<file path="config.mk">
export PLATFORM = sky130hd
export DESIGN_NAME = pbit_gibbs_sampler
export DESIGN_NICKNAME = d
export VERILOG_FILES = /design/src/rtl/gibbs_pkg.sv /design/src/rtl/gibbs_sched.sv /design/src/rtl/gibbs_lfsr.sv /design/src/rtl/gibbs_field.sv /design/src/rtl/pbit_gibbs_sampler.sv
export SDC_FILE = /design/constraint.sdc
export NUM_CORES = 2
export LEC_CHECK = 0
export BUFFER_PORTS_ARGS = -buffer_cell sky130_fd_sc_hd__buf_2
export CORE_MARGIN = 2
export CORE_UTILIZATION = 55
export CTS_CLUSTER_SIZE = 8
export DETAILED_ROUTE_END_ITERATION = 10
export GPL_TIMING_DRIVEN = 0
export HOLD_SLACK_MARGIN = 0.15
export PLACE_DENSITY_LB_ADDON = 0.12
export SLEW_MARGIN = 25
export SYNTH_ARGS = -nofsm -noshare
export SYNTH_HDL_FRONTEND = slang
export SYNTH_SLANG_ARGS = --single-unit
</file>
<file path="constraint.sdc">
create_clock -name clk -period 41 [get_ports clk]
set_input_delay 12.3 -clock clk [delete_from_list [all_inputs] [get_ports clk]]
set_output_delay 12.3 -clock clk [all_outputs]
set_load 0.1 [all_outputs]
</file>
<file path="src/rtl/gibbs_pkg.sv">
package gibbs_pkg;
  localparam int W_W     = 8;
  localparam int F_W     = 16;
  localparam int LFSR_W  = 16;
  localparam int NCOLORS = 5;
  localparam int CLR_W   = 3;

  typedef logic signed [F_W-1:0] field_t;

  // add two fields, clamp to the signed range
  function automatic field_t sat_add(field_t a, field_t b);
    logic signed [F_W:0] s;
    s = {a[F_W-1], a} + {b[F_W-1], b};
    if (s[F_W] != s[F_W-1])
      return s[F_W] ? {1'b1, {(F_W-1){1'b0}}} : {1'b0, {(F_W-1){1'b1}}};
    return s[F_W-1:0];
  endfunction

  // weight times spin, spin coded as +1 (1) or -1 (0)
  function automatic field_t spin_term(logic signed [W_W-1:0] w, logic s);
    field_t wx;
    wx = {{(F_W-W_W){w[W_W-1]}}, w};
    return s ? wx : -wx;
  endfunction

  function automatic logic [LFSR_W-1:0] lfsr_next(logic [LFSR_W-1:0] s);
    return (s >> 1) ^ (s[0] ? 16'hB400 : 16'h0000);
  endfunction

  function automatic logic [LFSR_W-1:0] seed_of(int unsigned i);
    return (16'h1234 + LFSR_W'(i) * 16'h0101) | 16'h0001;
  endfunction
endpackage

</file>
<file path="src/rtl/gibbs_sched.sv">
module gibbs_sched #(
  parameter int N_BITS  = 8,
  parameter int NCOLORS = 5,
  localparam int IDX_W  = (N_BITS > 1) ? $clog2(N_BITS) : 1
) (
  input  logic               clk,
  input  logic               rst,
  input  logic               run,
  input  logic               seq_mode,
  output logic [NCOLORS-1:0] slot_oh,
  output logic [IDX_W-1:0]   seq_idx,
  output logic               sweep_end,
  output logic               done
);
  assign sweep_end = run && (seq_mode ? (seq_idx == IDX_W'(N_BITS-1))
                                      : slot_oh[NCOLORS-1]);

  always_ff @(posedge clk) begin
    if (rst || !run) begin
      slot_oh <= NCOLORS'(1);
      seq_idx <= '0;
    end else begin
      slot_oh <= {slot_oh[NCOLORS-2:0], slot_oh[NCOLORS-1]};
      seq_idx <= (seq_idx == IDX_W'(N_BITS-1)) ? '0 : seq_idx + 1'b1;
    end
  end

  always_ff @(posedge clk) begin
    if (rst) done <= 1'b0;
    else     done <= sweep_end;
  end
endmodule

</file>
<file path="src/rtl/gibbs_lfsr.sv">
module gibbs_lfsr
  import gibbs_pkg::*;
#(
  parameter logic [LFSR_W-1:0] SEED = 16'h0001
) (
  input  logic              clk,
  input  logic              rst,
  input  logic              en,
  output logic [LFSR_W-1:0] q
);
  always_ff @(posedge clk) begin
    if (rst)     q <= SEED;
    else if (en) q <= lfsr_next(q);
  end
endmodule

</file>
<file path="src/rtl/gibbs_field.sv">
module gibbs_field
  import gibbs_pkg::*;
#(
  parameter int N_BITS = 8,
  parameter int SELF   = 0
) (
  input  logic [N_BITS*W_W-1:0] w_row,
  input  field_t                bias,
  input  logic [N_BITS-1:0]     spins,
  output field_t                field
);
  always_comb begin
    field = bias;
    for (int j = 0; j < N_BITS; j++) begin
      if (j != SELF)
        field = sat_add(field, spin_term(w_row[j*W_W +: W_W], spins[j]));
    end
  end
endmodule

</file>
<file path="src/rtl/pbit_gibbs_sampler.sv">
module pbit_gibbs_sampler
  import gibbs_pkg::*;
#(
  parameter int N_BITS   = 8,
  localparam int ADDR_W  = $clog2(N_BITS*N_BITS + 2*N_BITS),
  localparam int IDX_W   = (N_BITS > 1) ? $clog2(N_BITS) : 1
) (
  input  logic              clk,
  input  logic              rst,
  input  logic              run,
  input  logic              seq_mode,
  input  logic              cfg_we,
  input  logic [ADDR_W-1:0] cfg_addr,
  input  logic [15:0]       cfg_data,
  output logic [N_BITS-1:0] state_o,
  output logic              sweep_done
);
  localparam int BIAS_BASE = N_BITS*N_BITS;
  localparam int CLR_BASE  = N_BITS*N_BITS + N_BITS;

  logic [N_BITS*W_W-1:0] w_rows  [N_BITS];
  field_t                bias_r  [N_BITS];
  logic [CLR_W-1:0]      color_r [N_BITS];

  logic [NCOLORS-1:0]    slot_oh;
  logic [IDX_W-1:0]      seq_idx;
  logic                  sweep_end;
  logic [N_BITS-1:0]     upd;
  logic [N_BITS-1:0]     new_val;
  logic [N_BITS-1:0]     spin;
  logic                  cfg_take;

  assign cfg_take = cfg_we && !run;

  // configuration storage, written only while halted
  always_ff @(posedge clk) begin
    if (rst) begin
      for (int i = 0; i < N_BITS; i++) begin
        w_rows[i]  <= '0;
        bias_r[i]  <= '0;
        color_r[i] <= '0;
      end
    end else if (cfg_take) begin
      for (int i = 0; i < N_BITS; i++) begin
        for (int j = 0; j < N_BITS; j++) begin
          if (cfg_addr == ADDR_W'(i*N_BITS + j))
            w_rows[i][j*W_W +: W_W] <= cfg_data[W_W-1:0];
        end
        if (cfg_addr == ADDR_W'(BIAS_BASE + i)) bias_r[i]  <= cfg_data;
        if (cfg_addr == ADDR_W'(CLR_BASE + i))  color_r[i] <= cfg_data[CLR_W-1:0];
      end
    end
  end

  gibbs_sched #(.N_BITS(N_BITS), .NCOLORS(NCOLORS)) u_sched (
    .clk(clk), .rst(rst), .run(run), .seq_mode(seq_mode),
    .slot_oh(slot_oh), .seq_idx(seq_idx), .sweep_end(sweep_end),
    .done(sweep_done)
  );

  for (genvar i = 0; i < N_BITS; i++) begin : g_pbit
    field_t              field;
    logic [LFSR_W-1:0]   rnd;
    logic                hit;

    gibbs_field #(.N_BITS(N_BITS), .SELF(i)) u_field (
      .w_row(w_rows[i]), .bias(bias_r[i]), .spins(spin), .field(field)
    );

    gibbs_lfsr #(.SEED(seed_of(i))) u_lfsr (
      .clk(clk), .rst(rst), .en(upd[i]), .q(rnd)
    );

    always_comb begin
      hit = 1'b0;
      for (int c = 0; c < NCOLORS; c++) begin
        if (color_r[i] == CLR_W'(c) && slot_oh[c]) hit = 1'b1;
      end
    end

    assign upd[i]     = run && (seq_mode ? (seq_idx == IDX_W'(i)) : hit);
    assign new_val[i] = field > $signed(rnd);
  end

  always_ff @(posedge clk) begin
    if (rst) spin <= '0;
    else begin
      for (int i = 0; i < N_BITS; i++) begin
        if (upd[i]) spin[i] <= new_val[i];
      end
    end
  end

  assign state_o = spin;
endmodule

</file>
After elaboration in Yosys (flattened, before gate mapping)
Memory sizes are Yosys's and may differ from the RTL's.
Cells that the tools add are included.

storage, ports and cells
  memory bits (writable) = 664
  bits in latches = 0
  bits in registers = 145
  output and inout bits = 9
  memories kept = 3
  bits of input ports = 28
  memory bits (read-only) = 0
  word-level logic and storage cells = 1,207

memory list
  memory   depth  bits a word  read ports  clocked after Yosys merged registers in  wr ports  RTL line                  RTL
  w_rows   8      64           8           0                                        8         pbit_gibbs_sampler.sv:21  logic [N_BITS*W_W-1:0] w_rows [N_BITS];
  bias_r   8      16           8           0                                        8         pbit_gibbs_sampler.sv:22  field_t bias_r [N_BITS];
  color_r  8      3            8           0                                        8         pbit_gibbs_sampler.sv:23  logic [CLR_W-1:0] color_r [N_BITS];

cells by class
  $lt $le $gt $ge = 8
  reductions and logical operators = 63
  multiply operators = 0
  div/mod/pow operators = 0
  bitwise logic cells = 88
  equality and inequality tests = 174
  $add $sub $neg = 113
  shift operators = 0
  multiplexer cells = 739

operators by type and width
  cell                                                  number
  2-to-1 mux 16 bit                                     240
  adder 16 x 16 -> 17 bit                               56
  negator 8 -> 16 bit                                   56
  2-to-1 mux 8 bit                                      64
  2-to-1 mux 1 bit                                      427
  equality test 7 x 6 -> 1 bit (second input constant)  32
  > comparator 16 bit                                   8
  XOR 15 x 16 -> 16 bit                                 8
  equality test 7 x 5 -> 1 bit (second input constant)  16
  equality test 7 bit (second input constant)           16
  OR 1 bit                                              80
  equality test 7 x 4 -> 1 bit (second input constant)  8
  != test 1 bit                                         56
  equality test 3 x 2 -> 1 bit (second input constant)  18
  logical AND 1 bit                                     50
  equality test 3 bit (second input constant)           12
  equality test 7 x 3 -> 1 bit (second input constant)  4
  equality test 3 x 1 -> 1 bit (second input constant)  9
  logical NOT 3 bit                                     9
  2-to-1 mux 3 bit                                      8
  equality test 7 x 2 -> 1 bit (second input constant)  2
  equality test 7 x 1 -> 1 bit (second input constant)  1
  logical NOT 7 bit                                     1
  adder 3 x 1 -> 3 bit (second input constant)          1
  other kinds (3)                                       3

Longest topological paths before layout
An unclocked memory read counts as a cell.

  depth after elaboration = 32
  depth in mapped cells = 115
  gate-level depth less buffers = 108

Modules after synthesis
From an unflattened synthesis, not the netlist that was laid out.

unflattened totals
  cell total of the unflattened synthesis = 11,426
  area total of the unflattened synthesis = 95,856.9 µm²

by module, submodules not included
  module                                times used  area each (µm²)  seq. area each (µm²)  cells an instance
  gibbs_field at g_pbit[1].u_field ...  4           7,744.9          0.0                   1,088
  pbit_gibbs_sampler                    1           27,416.3         20,099.3              2,003
  gibbs_field at g_pbit[3].u_field      1           8,391.8          0.0                   1,190
  gibbs_field at g_pbit[7].u_field      1           8,161.6          0.0                   1,187
  gibbs_field at g_pbit[0].u_field      1           7,838.8          0.0                   1,119
  gibbs_field at g_pbit[2].u_field      1           7,790.0          0.0                   1,103
  gibbs_lfsr at g_pbit[2].u_lfsr ...    3           623.1            320.3                 56
  gibbs_lfsr at g_pbit[5].u_lfsr        1           631.9            320.3                 56
  gibbs_lfsr at g_pbit[3].u_lfsr        1           629.4            320.3                 56
  gibbs_lfsr at g_pbit[1].u_lfsr        1           621.8            320.3                 56
  gibbs_lfsr at g_pbit[7].u_lfsr        1           619.3            320.3                 56
  gibbs_lfsr at g_pbit[0].u_lfsr        1           616.8            320.3                 56
  gibbs_sched                           1           290.3            180.2                 24

Least setup slack after synthesis
No wires, ideal clock.

  path type = register to register
  start point = register spin[1], in the netlist state_o[1]
  end point = register spin[0], in the netlist state_o[0]
  required time = 40,867 ps
  stages on the path, launching flop included = 114
  path buffers = 12
  data arrival time = 22,879 ps
  path slack = 17,989 ps
  setup time = 133 ps
  period minus slack after synthesis = 23,011 ps
  cells stage by stage = dfxtp_1 > clkbuf_1 > clkbuf_1 > nor2_1 > xor2_1 > ha_1 > nor2b_1 > o21ai_0 > a21boi_0 > o41ai_1 > o221ai_1 > a221o_1 > and2_1 > o22ai_1 > ha_1 > o221ai_2 > buf_4 > o21ai_0 > [... 78 more ...] > and3_1 > o31ai_1 > nand2_1 > a21oi_1 > or4b_1 > mux2i_1 > buf_2 > o21ai_0 > ha_1 > nor2b_1 > o21ai_0 > nand2b_1 > a21oi_1 > nor4_1 > nor2_1 > nand4_1 > o211ai_1 > a21oi_1

between the ends
  longest elaborated chain between the ends = 30
  elaborated cells on any way between the ends = 44
  those cells by class = add/sub: 7; order compare: 1; eq/ne: 7; mux: 29

ends and longest elaborated chain
  element                                                RTL line                          RTL
  start: declaration                                     pbit_gibbs_sampler.sv:30          logic [N_BITS-1:0] spin;
  start signal: indexed assignment                       pbit_gibbs_sampler.sv:89          if (upd[i]) spin[i] <= new_val[i];
  2-to-1 mux 16 bit (*)                                  gibbs_pkg.sv:23                   return s ? wx : -wx;
  adder 16 x 16 -> 17 bit (*)                            gibbs_pkg.sv:13                   s = {a[F_W-1], a} + {b[F_W-1], b};
  2-to-1 mux 16 bit or != test 1 bit (tied branches)     gibbs_pkg.sv:15, gibbs_pkg.sv:14
  2-to-1 mux 16 bit or 2-to-1 mux 1 bit (tied branches)  gibbs_pkg.sv:14                   if (s[F_W] != s[F_W-1])
  2-to-1 mux 16 bit (*)                                  gibbs_pkg.sv:16                   return s[F_W-1:0];
  adder 16 x 16 -> 17 bit (*)                            gibbs_pkg.sv:13
  2-to-1 mux 16 bit or != test 1 bit (tied branches)     gibbs_pkg.sv:15, gibbs_pkg.sv:14
  2-to-1 mux 16 bit or 2-to-1 mux 1 bit (tied branches)  gibbs_pkg.sv:14
  [... 14 more ...]                                      n/a
  2-to-1 mux 16 bit or != test 1 bit (tied branches)     gibbs_pkg.sv:15, gibbs_pkg.sv:14
  2-to-1 mux 16 bit or 2-to-1 mux 1 bit (tied branches)  gibbs_pkg.sv:14
  2-to-1 mux 16 bit (*)                                  gibbs_pkg.sv:16
  adder 16 x 16 -> 17 bit (*)                            gibbs_pkg.sv:13
  2-to-1 mux 16 bit or != test 1 bit (tied branches)     gibbs_pkg.sv:15, gibbs_pkg.sv:14
  2-to-1 mux 16 bit or 2-to-1 mux 1 bit (tied branches)  gibbs_pkg.sv:14
  2-to-1 mux 16 bit (*)                                  gibbs_pkg.sv:16
  > comparator 16 bit (*)                                pbit_gibbs_sampler.sv:82          assign new_val[i] = field > $signed(rnd);

Every way passes the cells marked *; elsewhere a longest branch is shown, timed or not. The select of a mux whose other input is x is not followed.
A chain may end at the register's enable or synchronous reset.

Worst setup path after layout
Same ends and word-level chain as after synthesis.

==> metrics.md <==
| Metric | Value |
|---|---|
| Half-perimeter wire length after placement | `~210 mm` |
| Max-capacitance violation count | `0` |
| Endpoint arrival time on the critical path | `28840 ps` |
| Required time of the critical path | `41590 ps` |
| Final Critical Period | `28250 ps` |
| Via-per-instance ratio | `a little under 6` |
| Number of buffers between clock root and the deepest sink | `3` |
| Worst hold path depth | `2` |
| Vertical extent of the die | `402 um` |
| Count of buffering cells on the critical path with inverters included | `14` |
| Part of the Yosys area used for sequential elements | `24.1%` |
| First-pass GRT wire length | `401 mm` |
| Cell type with the largest total area after synthesis | `sky130_fd_sc_hd__edfxtp_1` |
| Total of hold buffers inserted after clock tree synthesis | `0` |
| RR Endpoint | `state_o[0]$_SDFFE_PP0P_` |
| Post-synth cell types | `98` |
| Critical register-to-register path startpoint | `state_o[1]$_SDFFE_PP0P_` |
| Initial DRC count | `just over 7000` |
| Outcome | `complete, no violations` |
| Peak fanout along the critical path | `10` |
| Routed WL | `263 mm` |
| Routed Antenna Nets | `0` |
| Final Net Count | `12200` |
| Number of design rule violations left after detail routing | `0` |
| Routability cong. | `0.946` |
| Starting density of the core | `55.5%` |
| Slowest CP cell | `sky130_fd_sc_hd__clkbuf_1` |
| Most common cell after layout, fill and taps aside | `sky130_fd_sc_hd__nor2_1` |
| CP delay by family, top | `compound AO/OA/AOI/OAI gates` |
| Primary FF master, synth | `sky130_fd_sc_hd__edfxtp_1` |
| CP Launch Point | `state_o[1]$_SDFFE_PP0P_` |
| Detail-routed net length per standard cell | `20.3 um` |
| RSZ-0062 raised after global routing | `false` |
| Resized cells post-CTS | `0` |
| Largest net degree at the start of global routing | `19` |
| Synthesis-to-finish area growth | `7.57%` |
| Fraction of final layout cells with drive strength greater than 1 | `6.10%` |
| Max-slew violation count | `0` |
| Cell area after layout | `93500 um^2` |
| Highest clock frequency the design can meet | `35.4 MHz` |
| Leading cell types in the layout, fill and taps excluded | `sky130_fd_sc_hd__nor2_1, sky130_fd_sc_hd__ha_1, sky130_fd_sc_hd__o21ai_0, sky130_fd_sc_hd__nand2_1, sky130_fd_sc_hd__a21oi_1` |
| Transition time at the pin with the least slew margin | `1150 ps` |
| Global-route usage over all layers | `31.5%` |
| Post-DP Area | `90400 um^2` |
| Area share of the largest cell type after synthesis | `20.7%` |
| Boundary pin count | `37` |
| Core box area | `157000 um^2` |
| Netlist area before placement | `roughly 87000 um^2` |
| Cell seen most often among critical-path stages | `sky130_fd_sc_hd__ha_1` |
| Mapped Nets | `12000` |
| Count of flip-flops with a built-in enable after synthesis | `600` |
| Die outline width | `~400 um` |
| #FFs+latches synth | `745` |
| Total setup violations reported at the end of the flow | `0` |
| Initial antenna violation count | `19` |
| Final Hold Slack | `roughly 480 ps` |
| # rows | `between 100 and 150` |
| Area of the die | `161000 um^2` |
| Via count of the first global-routing pass | `~72000` |
| Hold Path Sink | `g_pbit[6].u_lfsr.q[4]$_SDFFE_PP1P_` |
| Count of buffers inserted at the top-level ports | `33` |
| Total negative slack | `0 ps` |
| FF-to-FF path depth | `112` |
| Worst clock skew | `62.5 ps` |
| Drt first pass iters | `7` |
| Worst stage delay on the critical path | `850 ps` |
| Setup crit end kind | `flip-flop` |
| Fill cell count | `14200` |
| Clock transition at path regs | `around 50 ps` |
| Start point of the worst hold path | `g_pbit[6].u_lfsr.q[4]$_SDFFE_PP1P_` |
| Post-synthesis instance total | `around 11000` |
| Share of synthesized registers carrying an async set or reset | `0%` |
| Yosys warning count | `0` |
| TritonCTS Sinks | `745` |
| Gr ovfl total | `0` |
| Setup Crit Path Kind | `reg -> reg` |
| Count of buffers added by post-CTS timing repair for setup | `0` |
| Number of clock buffers inserted by TritonCTS | `109` |
| Period utilisation layout | `68.9%` |
| Mapped Avg Cell Area | `8.15 um^2` |
| Startpoint type of the worst setup path | `flip-flop` |
| Path category of the worst min-delay check | `reg -> reg` |
| Final core utilization | `59.7%` |
| Max-Slew Margin vs Limit | `between 20 and 25%` |
| CTS root buf | `sky130_fd_sc_hd__clkbuf_16` |
| Number of levels in the clock H-tree | `3` |
| Via count of the routed design | `roughly 77000` |
| Clock tree from TritonCTS | `yes` |
| Minimum setup slack among reg-to-reg paths | `12750 ps` |
| Clock latency reported for the late side of the worst-skew pair | `just under 800 ps` |
| Ranking of synthesized cells by area | `sky130_fd_sc_hd__edfxtp_1, sky130_fd_sc_hd__ha_1, sky130_fd_sc_hd__xor2_1` |
| Fin. Hold Viols | `0` |
[worst max-delay path by stage]
stage	cells after the start	endpoint
floorplan	113	state_o[0]$_SDFFE_PP0P_
global placement	113	state_o[0]$_SDFFE_PP0P_
detailed placement	112	state_o[0]$_SDFFE_PP0P_
CTS	112	state_o[0]$_SDFFE_PP0P_
global route	112	state_o[0]$_SDFFE_PP0P_
finish	112	state_o[0]$_SDFFE_PP0P_
[stage by stage]
stage | worst slack, ps | instances
6_report | 12750 | 12900
5_1_grt | 10430 | 12900
4_1_cts | 12930 | 12900
3_5_place_dp | 13000 | 12800
3_3_place_gp | 13340 | 12800
2_1_floorplan | 17990 | 10700
[synthesized netlist by cell type, drive strengths merged, types with 41 or more instances]
cell type,number
xnor2,429
xor2,627
mux2,56
a21oi,774
and2,52
nand2b,176
nor3,199
mux2i,77
inv,743
o21ai,1113
a211o,41
o31ai,69
clkbuf,277
a21o,286
nor2b,112
or4,58
a211oi,44
nand4,56
ha,1238
dfxtp,145
a31oi,52
nor4,65
or2,87
a21boi,53
o21bai,149
fa,56
nand3,120
o211ai,117
o21a,85
nand2,827
and3,49
nor2,1282
a21bo,162
edfxtp,600
[flip-flops by register name, summed over array words and instances, names as in the netlist]
signal,count
bias_r,128
w_rows,448
g_pbit.u_lfsr.q,128
u_sched.seq_idx,3
u_sched.slot_oh,5
u_sched.done,1
state_o,8
color_r,24
[cells by family (layout without fill, tap and decap cells)]
kind of cell               after synthesis  in the layout  share of synthesized area (%)
and+or+nand+nor                       3178           3178                           16.6
AOI/OAI and AO/OA                     3160           3160                           22.8
adders and majority gates             1325           1325                           19.5
buffers and inverters                 1059           1277                           4.62
xor gates and xnor gates              1056           1056                           10.6
DFF                                    745            745                           24.1
muxes                                  141            141                           1.82
other                                    0              9                              0
[tightest hold or removal path, stage by stage (launching register included)]
cell                       delay [ps]
sky130_fd_sc_hd__dfxtp_1          320
sky130_fd_sc_hd__nand2_1           50
sky130_fd_sc_hd__o211ai_1          80
[metal layers]
layer | share of wire, % | up-vias | global-route usage [%] | wire, um
met5 | 0.11 | - | 1.01 | 286
met4 | 3.5 | 12 | 10.3 | 9250
met3 | 8.1 | 456 | 5.40 | 21400
met2 | 42 | 2652 | 48.2 | 110000
met1 | 46 | 35700 | 44.8 | 121000
li1 | - | 38300 | - | -
[area by class of cell]
| type | count | area (um^2) | area share (%) |
|---|---|---|---|
| Buffer | 316 | 1310 | 1.40 |
| Antenna cell | 9 | 22.5 | 0.0241 |
| Timing Repair Buffer | 60 | 749 | 0.802 |
| Inverter | 743 | 2790 | 2.98 |
| Tap cell | 2058 | 2570 | 2.75 |
| Clock buffer | 141 | 2920 | 3.12 |
| Sequential cell | 745 | 20900 | 22.4 |
| Clock inverter | 17 | 185 | 0.198 |
| Multi-Input combinational cell | 8860 | 62000 | 66.3 |
Power is not shown: default switching activity piles up to over one toggle a cycle in this logic, so the estimate is an artifact.
